**src/rtl/ptmr_dec_pkg.sv**
```systemverilog
package ptmr_dec_pkg;

  typedef enum logic [2:0] {
    OUT_SEL   = 3'd0,
    OUT_TRAP1 = 3'd1,
    OUT_TRAP2 = 3'd2,
    OUT_HYP32 = 3'd3,
    OUT_UNDEF = 3'd4
  } outcome_e;

  localparam int NUM_BANKS = 5;
  localparam int BANK_W    = $clog2(NUM_BANKS);

  typedef enum logic [BANK_W-1:0] {
    BK_COMMON = 3'd0,
    BK_SEC    = 3'd1,
    BK_NSEC   = 3'd2,
    BK_HYP_S  = 3'd3,
    BK_HYP_NS = 3'd4
  } bank_e;

  typedef struct packed {
    logic l1_is32;
    logic l2_is32;
    logic l3_is32;
    logic l2_en;
    logic l3_have;
    logic e2h;
    logic tge;
    logic ns;
    logic k64_usr;
    logic k32_usr;
    logic h_cnt;
    logic h_tmr;
    logic h_usr;
    logic h32_cnt;
  } ctl_t;

endpackage

```
**src/rtl/ptmr_gate_chk.sv**
```systemverilog
module ptmr_gate_chk
  import ptmr_dec_pkg::*;
#(
  parameter int SYND_W = 8
) (
  input  logic [1:0]        lvl,
  input  ctl_t              c,
  output outcome_e          res,
  output logic [SYND_W-1:0] synd
);
  localparam logic [SYND_W-1:0] CODE_CTR  = SYND_W'(4);
  localparam logic [SYND_W-1:0] CODE_NONE = '0;

  logic l2_64, l2_32, host;
  assign l2_64 = c.l2_en && !c.l2_is32;
  assign l2_32 = c.l2_en &&  c.l2_is32;
  assign host  = c.e2h && c.tge;

  always_comb begin
    res  = OUT_SEL;
    synd = CODE_NONE;
    unique case (lvl)
      2'd0: begin
        if (!c.l1_is32 && !(c.l2_en && host) && !c.k64_usr) begin
          res  = (l2_64 && c.tge) ? OUT_TRAP2 : OUT_TRAP1;
          synd = CODE_CTR;
        end else if (c.l1_is32 && !c.k32_usr) begin
          if (l2_64 && c.tge) begin
            res  = OUT_TRAP2;
            synd = CODE_CTR;
          end else if (l2_32 && c.tge) begin
            res  = OUT_HYP32;
            synd = CODE_NONE;
          end else begin
            res  = OUT_UNDEF;
          end
        end else if (l2_64 && !c.e2h && !c.h_cnt) begin
          res  = OUT_TRAP2;
          synd = CODE_CTR;
        end else if (l2_64 && c.e2h && !c.tge && !c.h_tmr) begin
          res  = OUT_TRAP2;
          synd = CODE_CTR;
        end else if (l2_64 && host && !c.h_usr) begin
          res  = OUT_TRAP2;
          synd = CODE_CTR;
        end else if (l2_32 && !c.h32_cnt) begin
          res  = OUT_HYP32;
          synd = CODE_CTR;
        end
      end
      2'd1: begin
        if (l2_64 && !c.e2h && !c.h_cnt) begin
          res  = OUT_TRAP2;
          synd = CODE_CTR;
        end else if (l2_64 && c.e2h && !c.h_tmr) begin
          res  = OUT_TRAP2;
          synd = CODE_CTR;
        end else if (l2_32 && !c.h32_cnt) begin
          res  = OUT_HYP32;
          synd = CODE_CTR;
        end
      end
      default: begin
        res  = OUT_SEL;
        synd = CODE_NONE;
      end
    endcase
  end
endmodule

```
**src/rtl/ptmr_bank_steer.sv**
```systemverilog
module ptmr_bank_steer
  import ptmr_dec_pkg::*;
(
  input  logic [1:0] lvl,
  input  ctl_t       c,
  output bank_e      bank
);
  logic l3_narrow, host64;
  assign l3_narrow = c.l3_have && c.l3_is32;
  assign host64    = c.l2_en && !c.l2_is32 && c.e2h && c.tge;

  always_comb begin
    unique case (lvl)
      2'd0:    bank = host64 ? (c.ns ? BK_HYP_NS : BK_HYP_S) : BK_COMMON;
      2'd1:    bank = l3_narrow ? (c.ns ? BK_NSEC : BK_SEC) : BK_COMMON;
      2'd2:    bank = l3_narrow ? BK_NSEC : BK_COMMON;
      default: bank = c.ns ? BK_NSEC : BK_SEC;
    endcase
  end
endmodule

```
**src/rtl/ptmr_line_enc.sv**
```systemverilog
module ptmr_line_enc
  import ptmr_dec_pkg::*;
(
  input  outcome_e             res,
  input  bank_e                bank,
  output logic                 t1,
  output logic                 t2,
  output logic                 th,
  output logic                 ud,
  output logic [NUM_BANKS-1:0] sel
);
  assign t1 = (res == OUT_TRAP1);
  assign t2 = (res == OUT_TRAP2);
  assign th = (res == OUT_HYP32);
  assign ud = (res == OUT_UNDEF);

  for (genvar g = 0; g < NUM_BANKS; g++) begin : g_bank
    assign sel[g] = (res == OUT_SEL) && (bank == BANK_W'(g));
  end
endmodule

```
**src/rtl/ptmr_access_decoder.sv**
```systemverilog
module ptmr_access_decoder
  import ptmr_dec_pkg::*;
#(
  parameter int SYND_W = 8
) (
  input  logic                 clk,
  input  logic                 rst,
  input  logic [1:0]           cur_lvl,
  input  logic                 is_write,
  input  logic                 l1_is32,
  input  logic                 l2_is32,
  input  logic                 l3_is32,
  input  logic                 l2_en,
  input  logic                 l3_have,
  input  logic                 e2h,
  input  logic                 tge,
  input  logic                 ns,
  input  logic                 kern64_usr_en,
  input  logic                 kern32_usr_en,
  input  logic                 hyp_cnt_en,
  input  logic                 hyp_tmr_en,
  input  logic                 hyp_usr_en,
  input  logic                 hyp32_cnt_en,
  output logic                 trap_l1_q,
  output logic                 trap_l2_q,
  output logic                 trap_hyp32_q,
  output logic                 undef_q,
  output logic [NUM_BANKS-1:0] bank_sel_q,
  output logic [SYND_W-1:0]    synd_q,
  output logic                 wr_q
);
  ctl_t                 ctl;
  outcome_e             res;
  bank_e                bank;
  logic [SYND_W-1:0]    synd;
  logic                 t1, t2, th, ud;
  logic [NUM_BANKS-1:0] sel;
  logic                 live_q;

  assign ctl = '{l1_is32: l1_is32, l2_is32: l2_is32, l3_is32: l3_is32,
                 l2_en: l2_en, l3_have: l3_have, e2h: e2h, tge: tge, ns: ns,
                 k64_usr: kern64_usr_en, k32_usr: kern32_usr_en,
                 h_cnt: hyp_cnt_en, h_tmr: hyp_tmr_en, h_usr: hyp_usr_en,
                 h32_cnt: hyp32_cnt_en};

  ptmr_gate_chk #(.SYND_W(SYND_W)) u_gate (
    .lvl (cur_lvl),
    .c   (ctl),
    .res (res),
    .synd(synd)
  );

  ptmr_bank_steer u_steer (
    .lvl (cur_lvl),
    .c   (ctl),
    .bank(bank)
  );

  ptmr_line_enc u_enc (
    .res (res),
    .bank(bank),
    .t1  (t1),
    .t2  (t2),
    .th  (th),
    .ud  (ud),
    .sel (sel)
  );

  always_ff @(posedge clk) begin
    if (rst) begin
      trap_l1_q    <= 1'b0;
      trap_l2_q    <= 1'b0;
      trap_hyp32_q <= 1'b0;
      undef_q      <= 1'b0;
      bank_sel_q   <= '0;
      synd_q       <= '0;
      wr_q         <= 1'b0;
      live_q       <= 1'b0;
    end else begin
      trap_l1_q    <= t1;
      trap_l2_q    <= t2;
      trap_hyp32_q <= th;
      undef_q      <= ud;
      bank_sel_q   <= sel;
      synd_q       <= synd;
      wr_q         <= is_write;
      live_q       <= 1'b1;
    end
  end

  AST_ONE_OUTCOME: assert property (@(posedge clk) disable iff (rst)
    live_q |-> $countones({trap_l1_q, trap_l2_q, trap_hyp32_q, undef_q, bank_sel_q}) == 1);

  AST_NO_SYND_ON_SEL: assert property (@(posedge clk) disable iff (rst)
    (|bank_sel_q || undef_q) |-> synd_q == '0);

  AST_L1_TRAP_FROM_USER: assert property (@(posedge clk) disable iff (rst)
    live_q && trap_l1_q |-> $past(cur_lvl) == 2'd0);

  AST_TOP_LEVELS_SELECT: assert property (@(posedge clk) disable iff (rst)
    live_q && $past(cur_lvl[1]) |-> |bank_sel_q);

  AST_UNDEF_NARROW_KERNEL: assert property (@(posedge clk) disable iff (rst)
    live_q && undef_q |-> $past(cur_lvl) == 2'd0 && $past(l1_is32) && !$past(kern32_usr_en));

  AST_DIR_ECHO: assert property (@(posedge clk) disable iff (rst)
    live_q |-> wr_q == $past(is_write));

endmodule

```
**config.mk**
```make
export PLATFORM = sky130hd
export DESIGN_NAME = ptmr_access_decoder
export DESIGN_NICKNAME = d
export VERILOG_FILES = /design/src/rtl/ptmr_dec_pkg.sv /design/src/rtl/ptmr_gate_chk.sv /design/src/rtl/ptmr_bank_steer.sv /design/src/rtl/ptmr_line_enc.sv /design/src/rtl/ptmr_access_decoder.sv
export SDC_FILE = /design/constraint.sdc
export NUM_CORES = 1
export LEC_CHECK = 0
export ABC_AREA = 1
export BUFFER_PORTS_ARGS = -buffer_cell sky130_fd_sc_hd__buf_2
export CAP_MARGIN = 5
export CORE_ASPECT_RATIO = 1.4
export CORE_MARGIN = 4
export CORE_UTILIZATION = 42
export CTS_BUF_LIST = sky130_fd_sc_hd__clkbuf_4 sky130_fd_sc_hd__clkbuf_8
export CTS_CLUSTER_SIZE = 12
export DETAILED_ROUTE_END_ITERATION = 10
export PLACE_DENSITY_LB_ADDON = 0.1
export SLEW_MARGIN = 10
export SYNTH_ARGS = -nofsm -noshare
export SYNTH_HDL_FRONTEND = slang
export SYNTH_SLANG_ARGS = --single-unit
```
**constraint.sdc**
```tcl
create_clock -name clk -period 1 [get_ports clk]
set_clock_uncertainty 0.05 [all_clocks]
set_input_delay 0.1 -clock clk [delete_from_list [all_inputs] [get_ports clk]]
set_output_delay 0.1 -clock clk [all_outputs]
set_load 0.05 [all_outputs]
```
==> results.md <==
- Nets: 183
- Crit. Startpoint: bank_sel_q[3]
- Final Max Tran Viols: 0
- Place WS: -255.3 ps
- Htree depth: 1
- CTS max path bufs: 2
- Initial antenna violation count: 0
- Fill cells: 160
- Reg clk slew, reported paths: 60 ps
- Total grt overflow: 0
- Die X: 44.18 um
- DRT antenna net count: 0
- IO Pins: 37
- Final WS setup: 33.66 ps
- Multi-input logic area: 520.5 sq um
- Vias: 798
- Global-route wire length before repair: 2435 um
- Vias in the first global route: 688
- Number of placement rows: 18
- Leading area contributor after synthesis: dfxtp_1
- Synth warnings: 0
- Worst Path Buf+Inv: 1
- IO Port Bufs: 29
- Worst Hold Launch: rst
- EDFF count, synth: 0
- CP max stage delay: 310 ps
- Die Y: 58.65 um
- GPL Wtd Cong: 0.8751
- PD cells: 1023 nW/um^2
- Critical Path Slowest Stage Cell: dfxtp_1
- MaxCap Viol Count: 0
- Syn Area/Cell: 6.750 sq um
- Mapped Area: 769.5 sq um
- Final Setup Violations: 0
- RSZ-0062 raised after global routing: true
- Detailed Routing Iterations Pass 1: 4
- Crit Path Category: reg -> out
- Drt first-iter violations: 6
- Die area: 2591 sq um
- Top cells by count, synth: nand2_1, inv_1, dfxtp_1, nand3_1
- Root buffer cell: clkbuf_4
- FMAX: 1035 MHz
- Area Overhead vs Synth: 53.33%
- Total GRT Usage: 12.22%
- Design area: 1180 sq um
- Share of layout cells above drive strength 1: 50.92%
- Run status: finished clean
- Final period demand of the worst path: 966.3 ps
- Worst hold path class: in -> reg
- CTS Sinks: 11
- Sequential Area: 220.2 sq um
- CP Cell Sequence: buf_2
- Initial core utilization: 43.80%
- Most frequent cell after synthesis: nand2_1
- Worst EP required: 850 ps
- Worst setup SP type: flip-flop
- HPWL Detailed: 1342 um
- CTS tree: done
- Worst VDD drop: 0.4455 mV
- Area contributors post-synth: dfxtp_1, nand2_1, inv_1
- Critical path arrival: 820 ps
- # diodes: 0
- Placed Area: 992.2 sq um
- Post-synthesis sequential area ratio: 28.62%
- Final worst-path cycle share: 96.63%
- Total Wirelength: 1598 um
- Post-synth cell types: 22
- Top delay family on crit path: flip-flops
- Seq cells post-synth: 11
- Drt wl/cell: 8.732 um
- Max FO, Critical Path: 1
- Largest net degree at the start of global routing: 7
- CORE AREA: 1757 sq um
- Static Leak: 0.0006661 uW
- Critical path capture point type: output pin
- Async set or reset register ratio after synthesis: 0%
- Post-Syn Instances: 114
- Drt via density: 4.361
- Drt drc: 0
- Final hold violation count: 0
- Top FF cell, synth: dfxtp_1
- Top cell type's share of synthesized area: 28.62%
- Cts bufs inserted: 3
==> repair_timing <==
action                                  CTS  global route
hold endpoints to repair                  3             0
endpoints found under the setup margin    0             9
hold buffers                              3             0
gates resized for setup                   0            29
setup buffers                             0             3
==> sequential cells by signal, summed over array words and instances, names as in the netlist <==
| signal | flops |
|---|---|
| undef_q | 1 |
| trap_hyp32_q | 1 |
| synd_q | 1 |
| trap_l2_q | 1 |
| wr_q | 1 |
| trap_l1_q | 1 |
| bank_sel_q | 5 |
==> placed cells by master (no fill, tap or decap), types with 7 or more instances in the layout <==
| cell type | count |
|---|---|
| inv_1 | 17 |
| conb_1 | 7 |
| nor2_1 | 9 |
| buf_4 | 17 |
| nand2_1 | 18 |
| nand3_1 | 8 |
| nor2_2 | 7 |
| buf_2 | 24 |
| dfxtp_1 | 11 |
| nand2_2 | 7 |
==> cells by family after synthesis <==
logic type / count (synthesis) / synth area share, %
AO/OA/AOI/OAI: 8 / 7.968
buffers and inverters: 28 / 17.07
flip-flops: 11 / 28.62
other: 1 / 0.4873
AND/OR/NAND/NOR: 66 / 45.86
==> metal layers <==
metal,wire [um],track usage (%),vias to the layer above
li1,-,-,430
met1,552,11.57,345
met2,925,23.33,21
met3,103,1.223,2
met4,16,8.621,0
met5,0,0,-
==> worst paths after layout <==
kind                         to  slack [ps]  cells after the start
hold / removal    bank_sel_q[4]         140                      4
setup / recovery  bank_sel_q[3]          30                      1
==> stage by stage <==
step	setup TNS, ps	total power [uW]	hold WS, ps	util [%]	cells
floorplan	0	752.9	119.1	-	120
global placement	-1740	840.3	252.4	56.48	173
detailed placement	-1951	845.6	256.4	56.48	173
CTS	0	1169	127.9	59.90	180
global route	-55.38	1271	161.3	67.17	183
finish	0	1207	137.0	67.17	183
==> area by class of cell <==
type	instances	area share, %
inverter	21	7.105
sequential	11	18.66
clock buffer	4	2.545
tap	20	2.121
multi-input combinational	81	44.11
timing repair buffer	46	25.45
==> report_power, final <==
group	internal (uW)	switching (uW)
Combinational	151	287
Clock	181	130
Sequential	454	2.75
Power figures use the tool's default switching activity.
